**config.mk**
```make
export PLATFORM = sky130hd
export DESIGN_NAME = fpop_queue
export DESIGN_NICKNAME = d
export VERILOG_FILES = /design/src/rtl/fpq_pkg.sv /design/src/rtl/fpq_ring.sv /design/src/rtl/fpq_launch.sv /design/src/rtl/fpq_guard.sv /design/src/rtl/fpop_queue.sv
export SDC_FILE = /design/constraint.sdc
export NUM_CORES = 1
export LEC_CHECK = 0
export CAP_MARGIN = 20
export CORE_MARGIN = 2
export CORE_UTILIZATION = 30
export DETAILED_ROUTE_END_ITERATION = 8
export SLEW_MARGIN = 40
export SYNTH_ARGS = -nofsm -noshare
export SYNTH_HDL_FRONTEND = slang
export SYNTH_HIERARCHICAL = 1
export SYNTH_SLANG_ARGS = --single-unit
```
**constraint.sdc**
```tcl
create_clock -name clk -period 4.1 [get_ports clk]
set_clock_uncertainty 0.1 [all_clocks]
set_input_delay 0.82 -clock clk [delete_from_list [all_inputs] [get_ports clk]]
set_output_delay 0.82 -clock clk [all_outputs]
set_load 0.005 [all_outputs]
```
**src/rtl/fpq_pkg.sv**
```systemverilog
package fpq_pkg;
    typedef enum logic [1:0] {
        Q_EMPTY = 2'd0,
        Q_PART  = 2'd1,
        Q_FULL  = 2'd2
    } qstate_e;
endpackage

```
**src/rtl/fpq_ring.sv**
```systemverilog
module fpq_ring
    import fpq_pkg::*;
#(
    parameter int DEPTH = 4,
    parameter int OP_W  = 6,
    parameter int REG_W = 5,
    localparam int PW   = $clog2(DEPTH),
    localparam int CW   = $clog2(DEPTH + 1)
) (
    input  logic                        clk,
    input  logic                        rst_n,
    input  logic                        enq_vld,
    input  logic [OP_W-1:0]             enq_op,
    input  logic [REG_W-1:0]            enq_rd,
    input  logic [REG_W-1:0]            enq_rs1,
    input  logic [REG_W-1:0]            enq_rs2,
    input  logic                        launch_fire,
    input  logic                        cmpl,
    output logic [DEPTH-1:0][OP_W-1:0]  ent_op,
    output logic [DEPTH-1:0][REG_W-1:0] ent_rd,
    output logic [DEPTH-1:0][REG_W-1:0] ent_rs1,
    output logic [DEPTH-1:0][REG_W-1:0] ent_rs2,
    output logic [DEPTH-1:0]            ent_vld,
    output logic [DEPTH-1:0]            ent_flt,
    output logic [PW-1:0]               head,
    output logic [PW-1:0]               lptr,
    output logic                        retire_ok,
    output logic                        q_full,
    output logic                        q_busy
);
    qstate_e                      state_q, state_d;
    logic [CW-1:0]                count_q, count_d;
    logic [PW-1:0]                head_q, tail_q, lptr_q;
    logic [DEPTH-1:0]             vld_q, flt_q;
    logic [DEPTH-1:0][OP_W-1:0]   op_q;
    logic [DEPTH-1:0][REG_W-1:0]  rd_q, rs1_q, rs2_q;
    logic                         enq_ok;

    function automatic logic [PW-1:0] bump(input logic [PW-1:0] p);
        return (p == PW'(DEPTH - 1)) ? '0 : p + 1'b1;
    endfunction

    assign enq_ok    = enq_vld && (state_q != Q_FULL);
    assign retire_ok = cmpl && vld_q[head_q] && flt_q[head_q];
    assign count_d   = count_q + CW'(enq_ok) - CW'(retire_ok);

    // next-state: accept, fill, drain, free
    always_comb begin
        state_d = state_q;
        unique case (state_q)
            Q_EMPTY: if (enq_ok) state_d = Q_PART;
            Q_PART: begin
                if (count_d == CW'(DEPTH))   state_d = Q_FULL;
                else if (count_d == '0)      state_d = Q_EMPTY;
            end
            Q_FULL:  if (retire_ok) state_d = Q_PART;
            default: state_d = Q_EMPTY;
        endcase
    end

    // state register and queue control
    always_ff @(posedge clk or negedge rst_n) begin
        if (!rst_n) begin
            state_q <= Q_EMPTY;
            count_q <= '0;
            head_q  <= '0;
            tail_q  <= '0;
            lptr_q  <= '0;
            vld_q   <= '0;
            flt_q   <= '0;
        end else begin
            state_q <= state_d;
            count_q <= count_d;
            if (launch_fire) begin
                flt_q[lptr_q] <= 1'b1;
                lptr_q        <= bump(lptr_q);
            end
            if (retire_ok) begin
                vld_q[head_q] <= 1'b0;
                flt_q[head_q] <= 1'b0;
                head_q        <= bump(head_q);
            end
            if (enq_ok) begin
                vld_q[tail_q] <= 1'b1;
                flt_q[tail_q] <= 1'b0;
                tail_q        <= bump(tail_q);
            end
        end
    end

    // payload storage, no reset needed
    always_ff @(posedge clk) begin
        if (enq_ok) begin
            op_q[tail_q]  <= enq_op;
            rd_q[tail_q]  <= enq_rd;
            rs1_q[tail_q] <= enq_rs1;
            rs2_q[tail_q] <= enq_rs2;
        end
    end

    // outputs of the state machine
    always_comb begin
        q_full = (state_q == Q_FULL);
        q_busy = (state_q != Q_EMPTY);
    end

    assign ent_op  = op_q;
    assign ent_rd  = rd_q;
    assign ent_rs1 = rs1_q;
    assign ent_rs2 = rs2_q;
    assign ent_vld = vld_q;
    assign ent_flt = flt_q;
    assign head    = head_q;
    assign lptr    = lptr_q;
endmodule

```
**src/rtl/fpq_launch.sv**
```systemverilog
module fpq_launch #(
    parameter int DEPTH = 4,
    parameter int OP_W  = 6,
    parameter int REG_W = 5,
    localparam int PW   = $clog2(DEPTH)
) (
    input  logic [DEPTH-1:0][OP_W-1:0]  ent_op,
    input  logic [DEPTH-1:0][REG_W-1:0] ent_rd,
    input  logic [DEPTH-1:0][REG_W-1:0] ent_rs1,
    input  logic [DEPTH-1:0][REG_W-1:0] ent_rs2,
    input  logic [DEPTH-1:0]            ent_vld,
    input  logic [DEPTH-1:0]            ent_flt,
    input  logic [PW-1:0]               head,
    input  logic [PW-1:0]               lptr,
    input  logic                        retire_ok,
    output logic                        launch_vld,
    output logic [OP_W-1:0]             launch_op,
    output logic [REG_W-1:0]            launch_rd,
    output logic [REG_W-1:0]            launch_rs1,
    output logic [REG_W-1:0]            launch_rs2,
    output logic                        launch_fwd1,
    output logic                        launch_fwd2
);
    logic pend, blk1, blk2;

    assign launch_op  = ent_op[lptr];
    assign launch_rd  = ent_rd[lptr];
    assign launch_rs1 = ent_rs1[lptr];
    assign launch_rs2 = ent_rs2[lptr];
    assign pend       = ent_vld[lptr] && !ent_flt[lptr];

    // in-order launch: every in-flight entry is older than lptr
    always_comb begin
        blk1 = 1'b0;
        blk2 = 1'b0;
        for (int i = 0; i < DEPTH; i++) begin
            if (ent_vld[i] && ent_flt[i] && !(retire_ok && head == PW'(i))) begin
                if (ent_rd[i] == launch_rs1) blk1 = 1'b1;
                if (ent_rd[i] == launch_rs2) blk2 = 1'b1;
            end
        end
    end

    assign launch_vld  = pend && !blk1 && !blk2;
    assign launch_fwd1 = launch_vld && retire_ok && (ent_rd[head] == launch_rs1);
    assign launch_fwd2 = launch_vld && retire_ok && (ent_rd[head] == launch_rs2);
endmodule

```
**src/rtl/fpq_guard.sv**
```systemverilog
module fpq_guard #(
    parameter int DEPTH = 4,
    parameter int REG_W = 5,
    localparam int PW   = $clog2(DEPTH)
) (
    input  logic [DEPTH-1:0][REG_W-1:0] ent_rd,
    input  logic [DEPTH-1:0][REG_W-1:0] ent_rs1,
    input  logic [DEPTH-1:0][REG_W-1:0] ent_rs2,
    input  logic [DEPTH-1:0]            ent_vld,
    input  logic [PW-1:0]               head,
    input  logic                        retire_ok,
    input  logic                        ldst_vld,
    input  logic                        ldst_store,
    input  logic [REG_W-1:0]            ldst_reg,
    output logic                        ldst_hold
);
    logic [DEPTH-1:0] hit;

    for (genvar g = 0; g < DEPTH; g++) begin : g_slot
        logic live, dst_eq, src_eq;
        assign live   = ent_vld[g] && !(retire_ok && head == PW'(g));
        assign dst_eq = (ent_rd[g] == ldst_reg);
        assign src_eq = (ent_rs1[g] == ldst_reg) || (ent_rs2[g] == ldst_reg);
        assign hit[g] = live && (dst_eq || (!ldst_store && src_eq));
    end

    assign ldst_hold = ldst_vld && (|hit);
endmodule

```
**src/rtl/fpop_queue.sv**
```systemverilog
module fpop_queue #(
    parameter int DEPTH = 4,
    parameter int OP_W  = 6,
    parameter int REG_W = 5
) (
    input  logic             clk,
    input  logic             rst_n,
    input  logic             enq_vld,
    input  logic [OP_W-1:0]  enq_op,
    input  logic [REG_W-1:0] enq_rd,
    input  logic [REG_W-1:0] enq_rs1,
    input  logic [REG_W-1:0] enq_rs2,
    output logic             q_full,
    output logic             q_busy,
    output logic             launch_vld,
    output logic [OP_W-1:0]  launch_op,
    output logic [REG_W-1:0] launch_rd,
    output logic [REG_W-1:0] launch_rs1,
    output logic [REG_W-1:0] launch_rs2,
    output logic             launch_fwd1,
    output logic             launch_fwd2,
    input  logic             cmpl,
    input  logic             ldst_vld,
    input  logic             ldst_store,
    input  logic [REG_W-1:0] ldst_reg,
    output logic             ldst_hold
);
    localparam int PW = $clog2(DEPTH);

    logic [DEPTH-1:0][OP_W-1:0]  ent_op;
    logic [DEPTH-1:0][REG_W-1:0] ent_rd, ent_rs1, ent_rs2;
    logic [DEPTH-1:0]            ent_vld, ent_flt;
    logic [PW-1:0]               head, lptr;
    logic                        retire_ok;

    fpq_ring #(.DEPTH(DEPTH), .OP_W(OP_W), .REG_W(REG_W)) u_ring (
        .clk(clk), .rst_n(rst_n),
        .enq_vld(enq_vld), .enq_op(enq_op), .enq_rd(enq_rd),
        .enq_rs1(enq_rs1), .enq_rs2(enq_rs2),
        .launch_fire(launch_vld), .cmpl(cmpl),
        .ent_op(ent_op), .ent_rd(ent_rd), .ent_rs1(ent_rs1), .ent_rs2(ent_rs2),
        .ent_vld(ent_vld), .ent_flt(ent_flt), .head(head), .lptr(lptr),
        .retire_ok(retire_ok), .q_full(q_full), .q_busy(q_busy)
    );

    fpq_launch #(.DEPTH(DEPTH), .OP_W(OP_W), .REG_W(REG_W)) u_launch (
        .ent_op(ent_op), .ent_rd(ent_rd), .ent_rs1(ent_rs1), .ent_rs2(ent_rs2),
        .ent_vld(ent_vld), .ent_flt(ent_flt), .head(head), .lptr(lptr),
        .retire_ok(retire_ok),
        .launch_vld(launch_vld), .launch_op(launch_op), .launch_rd(launch_rd),
        .launch_rs1(launch_rs1), .launch_rs2(launch_rs2),
        .launch_fwd1(launch_fwd1), .launch_fwd2(launch_fwd2)
    );

    fpq_guard #(.DEPTH(DEPTH), .REG_W(REG_W)) u_guard (
        .ent_rd(ent_rd), .ent_rs1(ent_rs1), .ent_rs2(ent_rs2),
        .ent_vld(ent_vld), .head(head), .retire_ok(retire_ok),
        .ldst_vld(ldst_vld), .ldst_store(ldst_store), .ldst_reg(ldst_reg),
        .ldst_hold(ldst_hold)
    );
endmodule

```
==> impl_metrics.py, run 1 <==
metrics = {
    "status": {
        "outcome": "complete, no violations",
    },
    "synthesis": {
        "syn_inst": 425,
        "syn_area_per_cell_um2": 13.78,
        "synth_warnings": 6,
        "synth_nets": 472,
        "ys_seq_area_share_pct": 51.19,
        "ys_ff_latch": 103,
        "async_reset_ff_share_pct": 18.45,
        "yosysUniqueCellTypes": 46,
        "ys.flop_type": "edfxtp_1",
        "synth-edff-count": 84,
        "synth_area_um2": 5857,
    },
    "setup_path": {
        "critPathKind": "reg -> out",
        "reg2reg_depth": 11,
        "crit_arrival_ns": 3.10,
        "worstReg2RegEnd": "u_ring/ent_flt[0]$_DFF_PN0_",
        "critPathLaunch": "u_ring/lptr[0]$_DFFE_PN0P_",
        "timing.rr.start": "u_ring/lptr[0]$_DFFE_PN0P_",
        "crit_end": "launch_fwd2",
        "path_max_fanout": 6,
        "critPathLaunchType": "flop",
        "required_ns": 3.18,
        "cp-end-kind": "primary output",
        "reg2reg_slack_ns": 1.02,
    },
    "route": {
        "antenna_left": 0,
        "finalWirelength_um": 14780,
        "drt_first_pass_iters": 7,
        "drc": 0,
        "drt_iter0_markers": 292,
        "vias_per_cell": 4.831,
        "avgRoutedWirePerCell_um": 18.95,
        "vias": 3768,
    },
    "run": {
        "maxCapViolCount": 0,
    },
    "sta": {
        "slew_viol_final": 0,
        "tightest_slew_ns": 0.4778,
        "worst_slack_ns": 0.07816,
        "period_needed_ns": 4.022,
        "min_period_over_period_pct": 98.09,
        "hold_viol": 0,
        "final.setup.tns_ns": 0,
        "timing.fmax_mhz": 248.6,
        "setup_viol": 0,
        "slew_headroom_pct": 67.85,
    },
    "hold_path": {
        "worstHoldPathType": "in -> async",
    },
    "global_route": {
        "grt_overflow": 0,
        "groute.usage.overall_pct": 14.65,
        "antenna_found_initial": 0,
        "grt_start_max_net_pins": 24,
        "grt_pass1_wl_um": 22820,
        "grt_pass1_vias": 4041,
    },
    "die": {
        "die_y_um": 143.7,
        "top_level_ports": 59,
        "die-area_um2": 20660,
        "core_area_um2": 19330,
        "start_util_pct": 30.29,
        "die_w_um": 143.7,
        "placementRows": 51,
    },
    "layout": {
        "insertedDiodeCount": 0,
        "syn_to_final_growth_pct": 25.02,
        "final_cells": 780,
        "regArea_um2": 3000,
        "fillers": 1792,
        "stdcell_area_um2": 7322,
        "final_nets": 557,
        "fin_util_pct": 37.87,
        "multi_input_area_um2": 2665,
        "drive_gt1_share_pct": 19.42,
    },
    "cts": {
        "clk_path_buf_depth": 2,
        "root_buffer": "clkbuf_16",
        "cts.clk_slew.worst_paths_ns": 0.07,
        "cts_made_buffers": 9,
        "cts_tree": "yes",
        "insertion_delay_ns": 0.35,
        "htreeDepth": 3,
        "cts.sinks": 103,
    },
    "placement": {
        "dp_cells": 757,
        "placed_area_um2": 6894,
        "pre_cts_ws_ns": -0.5873,
        "numPortBuffers": 58,
        "gp_congestion": 0.8802,
        "hpwl_um": 10600,
    },
    "pwr": {
        "p_per_area_nw_per_um2": 709.8,
        "leakagePower_nw": 2.535,
        "ir_worst_vdd_mv": 0.2315,
    },
}
power breakdown:
| group | internal (W) | total (W) | switching (W) |
|---|---|---|---|
| sequential | 0.00141 | 0.00167 | 0.000261 |
| combinational | 0.00135 | 0.00264 | 0.00128 |
| clock | 0.000487 | 0.000889 | 0.000402 |
| total | 0.00325 | 0.00520 | 0.00195 |
through the flow:
stage,hold slack (ns),power (W)
2_1_floorplan,0.3773,0.003244
3_3_place_gp,0.3862,0.004141
3_5_place_dp,0.4168,0.004185
4_1_cts,0.4343,0.005129
5_1_grt,0.3263,0.005523
6_report,0.3021,0.005197
how the worst min path moves through the flow:
stage / from / to / slack (ns) / cells past startpoint
floorplan: u_ring/count_q[0]$_DFF_PN0_ / u_ring/count_q[0]$_DFF_PN0_ / 0.38 / 1
global placement: u_ring/count_q[0]$_DFF_PN0_ / u_ring/count_q[0]$_DFF_PN0_ / 0.39 / 1
detailed placement: u_ring/count_q[0]$_DFF_PN0_ / u_ring/count_q[0]$_DFF_PN0_ / 0.42 / 1
CTS: u_ring/count_q[0]$_DFF_PN0_ / u_ring/count_q[0]$_DFF_PN0_ / 0.43 / 1
global route: rst_n / u_ring/count_q[1]$_DFF_PN0_ / 0.33 / 1
finish: rst_n / u_ring/count_q[2]$_DFF_PN0_ / 0.30 / 1
flip-flops by register name (all words and copies together), names as in the netlist:
register / cells
u_ring/ent_op: 24
u_ring/ent_rd: 20
u_ring/ent_rs1: 20
u_ring/ent_rs2: 20
u_ring/ent_flt: 4
u_ring/ent_vld: 4
u_ring/count_q: 3
u_ring/head: 2
u_ring/lptr: 2
u_ring/state_q: 2
u_ring/tail_q: 2
cell usage after synthesis (all sizes together) (3+ instances only):
cell    count  area, um^2
a211oi      6       45.04
a21oi       4       20.02
and3        4       25.02
buf        18       162.7
clkbuf      6       22.52
dfrtp      19       475.5
edfxtp     84        2522
ha         14       175.2
inv        15       56.30
mux4       26       608.1
nand2      17       63.81
nand2b      6       37.54
nand3      12       60.06
nand3b      3       22.52
nand4      12       75.07
nor2        7       26.28
nor3       18       100.1
nor4        7       43.79
o211ai      3       22.52
o21ai       7       35.03
o221ai      5       43.79
xnor2      63       551.8
xor2       49       436.7
cell type report:
type,count,share of cell area [%]
clock buffers,9,3.076
clock inverters,7,1.196
inverters,15,0.7690
multi-input cells,283,36.40
flip-flops and latches,103,40.98
well taps,265,4.528
repair buffers,98,13.06
what timing repair did:
action                                  in CTS  in global routing
gates resized for setup                     18                 11
gates cloned                                 0                  0
pin swaps                                    6                  2
hold buffers                                 0                  0
buffers inserted                             0                  7
endpoints found under the setup margin       4                  3
placed cells by master, fill, tap and decap left out, drive strengths merged, types with 12 or more instances in the layout:
master	Yosys	routed
buf	18	41
ha	14	14
nand2	17	17
nand3	12	12
clkdlybuf4s50	0	52
dfrtp	19	19
inv	15	18
xnor2	63	63
xor2	49	49
mux4	26	26
nand4	12	12
nor3	18	18
edfxtp	84	84
logic make-up after synthesis:
group / after synthesis / share of synthesized area, %
mux: 29 / 11.22
buf+inv: 39 / 4.123
flops: 103 / 51.19
fa+ha+maj: 15 / 3.333
compound gates: 35 / 4.572
simple gates: 92 / 8.695
xor+xnor: 112 / 16.88
critical path, stage by stage, from the launching register on:
cell	delay [ns]
dfrtp_2	0.40
buf_12	0.13
buf_4	0.12
mux4_2	0.64
xor2_1	0.18
nor4_1	0.09
a22o_1	0.21
or4_4	0.58
nor3_4	0.19
clkdlybuf4s15_2	0.22
metal layers:
metal | vias up | track usage (%) | routed length, um
met5 | - | 0 | 0
met4 | 0 | 3.870 | 155
met3 | 11 | 3.066 | 940
met2 | 126 | 25.61 | 7743
met1 | 1885 | 18.44 | 5943
li1 | 1746 | - | -
No activity file was read; power rests on OpenSTA's default activity.
==> inputs of run 2 (changes only) <==
Settings changed: ABC_AREA from default to 1.
==> impl_metrics.py, run 2 <==
metrics = {
    "status": {
        "outcome": "complete, no violations",
    },
    "route": {
        "drc": 0,
        "drt_iter0_markers": 626,
        "vias": 5601,
        "avgRoutedWirePerCell_um": 15.28,
        "vias_per_cell": 4.743,
        "drt_first_pass_iters": 5,
        "antenna_left": 0,
        "finalWirelength_um": 18040,
    },
    "cts": {
        "cts_setup_buffers": 0,
        "clk_path_buf_depth": 2,
        "htreeDepth": 3,
        "insertion_delay_ns": 0.35,
        "cts_tree": "yes",
        "cts_made_buffers": 9,
        "cts_resized": 0,
        "root_buffer": "clkbuf_16",
        "postCtsHoldBufs": 0,
        "cts.clk_slew.worst_paths_ns": 0.08,
        "cts.sinks": 103,
    },
    "synthesis": {
        "synth_nets": 876,
        "async_reset_ff_share_pct": 18.45,
        "synth.top_cells.by_count": "nand2_1 (273), inv_1 (97), nor2_1 (88)",
        "synth.largest_area_cell": "edfxtp_1",
        "syn_inst": 829,
        "ys.flop_type": "edfxtp_1",
        "synth_most_common_cell": "nand2_1",
        "synth_top_area_share_pct": 38.38,
        "ys_ff_latch": 103,
        "synth-edff-count": 84,
        "synth_area_um2": 6573,
        "ys_seq_area_share_pct": 45.61,
        "syn_area_per_cell_um2": 7.928,
        "yosysUniqueCellTypes": 35,
        "synth_warnings": 6,
        "synthTopCellsByArea": "edfxtp_1 (38%), nand2_1 (16%), dfrtp_1 (7.2%), inv_1 (5.5%), nor2_1 (5.0%)",
    },
    "global_route": {
        "grt_overflow": 0,
        "grt_pass1_wl_um": 29040,
        "grt_pass1_vias": 5330,
        "grt_start_max_net_pins": 44,
        "antenna_found_initial": 0,
        "groute.usage.overall_pct": 15.77,
    },
    "pwr": {
        "intPower_w": 0.003010,
        "p_seq_share_pct": 30.0,
        "p_sw_share_pct": 45.04,
        "p_per_area_nw_per_um2": 700.4,
        "power_switching_w": 0.002467,
        "leakagePower_nw": 3.565,
        "ir_worst_vdd_mv": 0.2491,
        "clkPwrFrac_pct": 16.3,
        "pwr-share-comb_pct": 53.7,
    },
    "layout": {
        "syn_to_final_growth_pct": 18.98,
        "fin_util_pct": 36.06,
        "final_nets": 943,
        "fillers": 2191,
        "insertedDiodeCount": 0,
        "largest_reg_flops": 24,
        "final_common_cell": "nand2_1",
        "final_cell_mix": "nand2_1 (273), inv_1 (96), nor2_1 (88)",
        "drive_gt1_share_pct": 8.546,
    },
    "die": {
        "die-area_um2": 23110,
        "die_y_um": 152.0,
        "die_w_um": 152.0,
        "start_util_pct": 30.30,
        "top_level_ports": 59,
        "placementRows": 54,
        "core_area_um2": 21690,
    },
    "setup_path": {
        "critPathKind": "in -> out",
        "critPathLaunchType": "input pin",
        "crit_arrival_ns": 2.92,
        "path_max_fanout": 7,
        "cp-end-kind": "primary output",
        "required_ns": 3.18,
    },
    "placement": {
        "hpwl_um": 13410,
        "gp_congestion": 0.9446,
        "numPortBuffers": 58,
    },
    "sta": {
        "slew_viol_final": 0,
        "hold_viol": 0,
        "slew_headroom_pct": 67.54,
        "setup_viol": 0,
        "tightest_slew_ns": 0.4852,
        "min_period_over_period_pct": 93.77,
        "period_needed_ns": 3.845,
        "final.setup.tns_ns": 0,
        "rsz0062_at_grt": "no",
        "timing.fmax_mhz": 260.1,
    },
    "run": {
        "maxCapViolCount": 0,
    },
    "hold_path": {
        "worstHoldPathType": "in -> async",
    },
}
run 2: area by class of cell:
type / count / area [um^2] / area share, %
Clock inverter: 7 / 97.59 / 1.248
Inverter: 104 / 396.6 / 5.072
Clock buffer: 9 / 225.2 / 2.880
Multi-Input combinational cell: 601 / 3030 / 38.75
Timing Repair Buffer: 77 / 721.9 / 9.232
Tap cell: 280 / 350.3 / 4.480
Sequential cell: 103 / 2998 / 38.34
run 2: through the flow:
stage	cells	setup WS (ns)	hold WS (ns)	power (W)	instance area, um^2
4_1_cts	1181	0.1709	0.3059	0.005501	7810
3_3_place_gp	1165	0.1948	0.3889	0.004575	7492
5_1_grt	1181	0.0007656	0.3321	0.005931	7820
2_1_floorplan	829	1.379	0.3773	0.003490	6573
3_5_place_dp	1165	0.1813	0.4016	0.004585	7487
6_report	1181	0.2553	0.3038	0.005477	7820
run 2: layer usage:
layer | GRT usage (%) | part of all wire, % | vias to the layer above
met5 | 0 | 0 | -
met4 | 4.139 | 1.3 | 0
met3 | 2.510 | 7.1 | 16
met2 | 24.75 | 46 | 180
met1 | 22.71 | 46 | 2598
li1 | - | - | 2807
run 2: power groups by stage:
stage / Clock (W) / Sequential (W) / Combinational, W
6_report: 0.000894 / 0.00164 / 0.00294
5_1_grt: 0.000958 / 0.00168 / 0.00330
4_1_cts: 0.000923 / 0.00164 / 0.00294
3_5_place_dp: 0 / 0.00166 / 0.00292
3_3_place_gp: 0 / 0.00166 / 0.00291
2_1_floorplan: 0 / 0.00159 / 0.00190
run 2: path summary, 6_finish.rpt:
check | startpoint | end | slack (ns) | depth (start not counted)
min in group clk | u_ring/count_q[0]$_DFF_PN0_ | u_ring/count_q[0]$_DFF_PN0_ | 0.41 | 1
max in group asynchronous | rst_n | u_ring/lptr[0]$_DFFE_PN0P_ | 3.27 | 1
worst max-delay path | ldst_reg[1] | ldst_hold | 0.26 | 12
worst min register to register | u_ring/count_q[0]$_DFF_PN0_ | u_ring/count_q[0]$_DFF_PN0_ | 0.41 | 1
worst min-delay path | rst_n | u_ring/count_q[2]$_DFF_PN0_ | 0.30 | 1
worst max register to register | u_ring/head[0]$_DFFE_PN0N_ | u_ring/state_q[1]$_DFFE_PN0P_ | 1.16 | 15
run 2: logic make-up (layout without fill, tap and decap cells):
logic type / Yosys count / count (layout) / synth area share [%]
AO/OA/AOI/OAI: 72 / 72 / 6.187
adder cells (fa/ha/maj): 15 / 15 / 2.970
flip-flops: 103 / 103 / 45.61
XOR/XNOR: 43 / 43 / 5.730
buffers and inverters: 125 / 197 / 8.281
AND/OR/NAND/NOR: 471 / 471 / 31.22
run 2: critical path, cell delays in order:
cell and delay, ns:
clkdlybuf4s50_1 0.53, buf_4 0.21, buf_4 0.15, xor2_1 0.16
nor3_2 0.15, nand3_1 0.08, nand2_1 0.07, nand2_1 0.05
nand2_1 0.05, nor2_1 0.07, nor2_1 0.08, clkdlybuf4s50_1 0.50
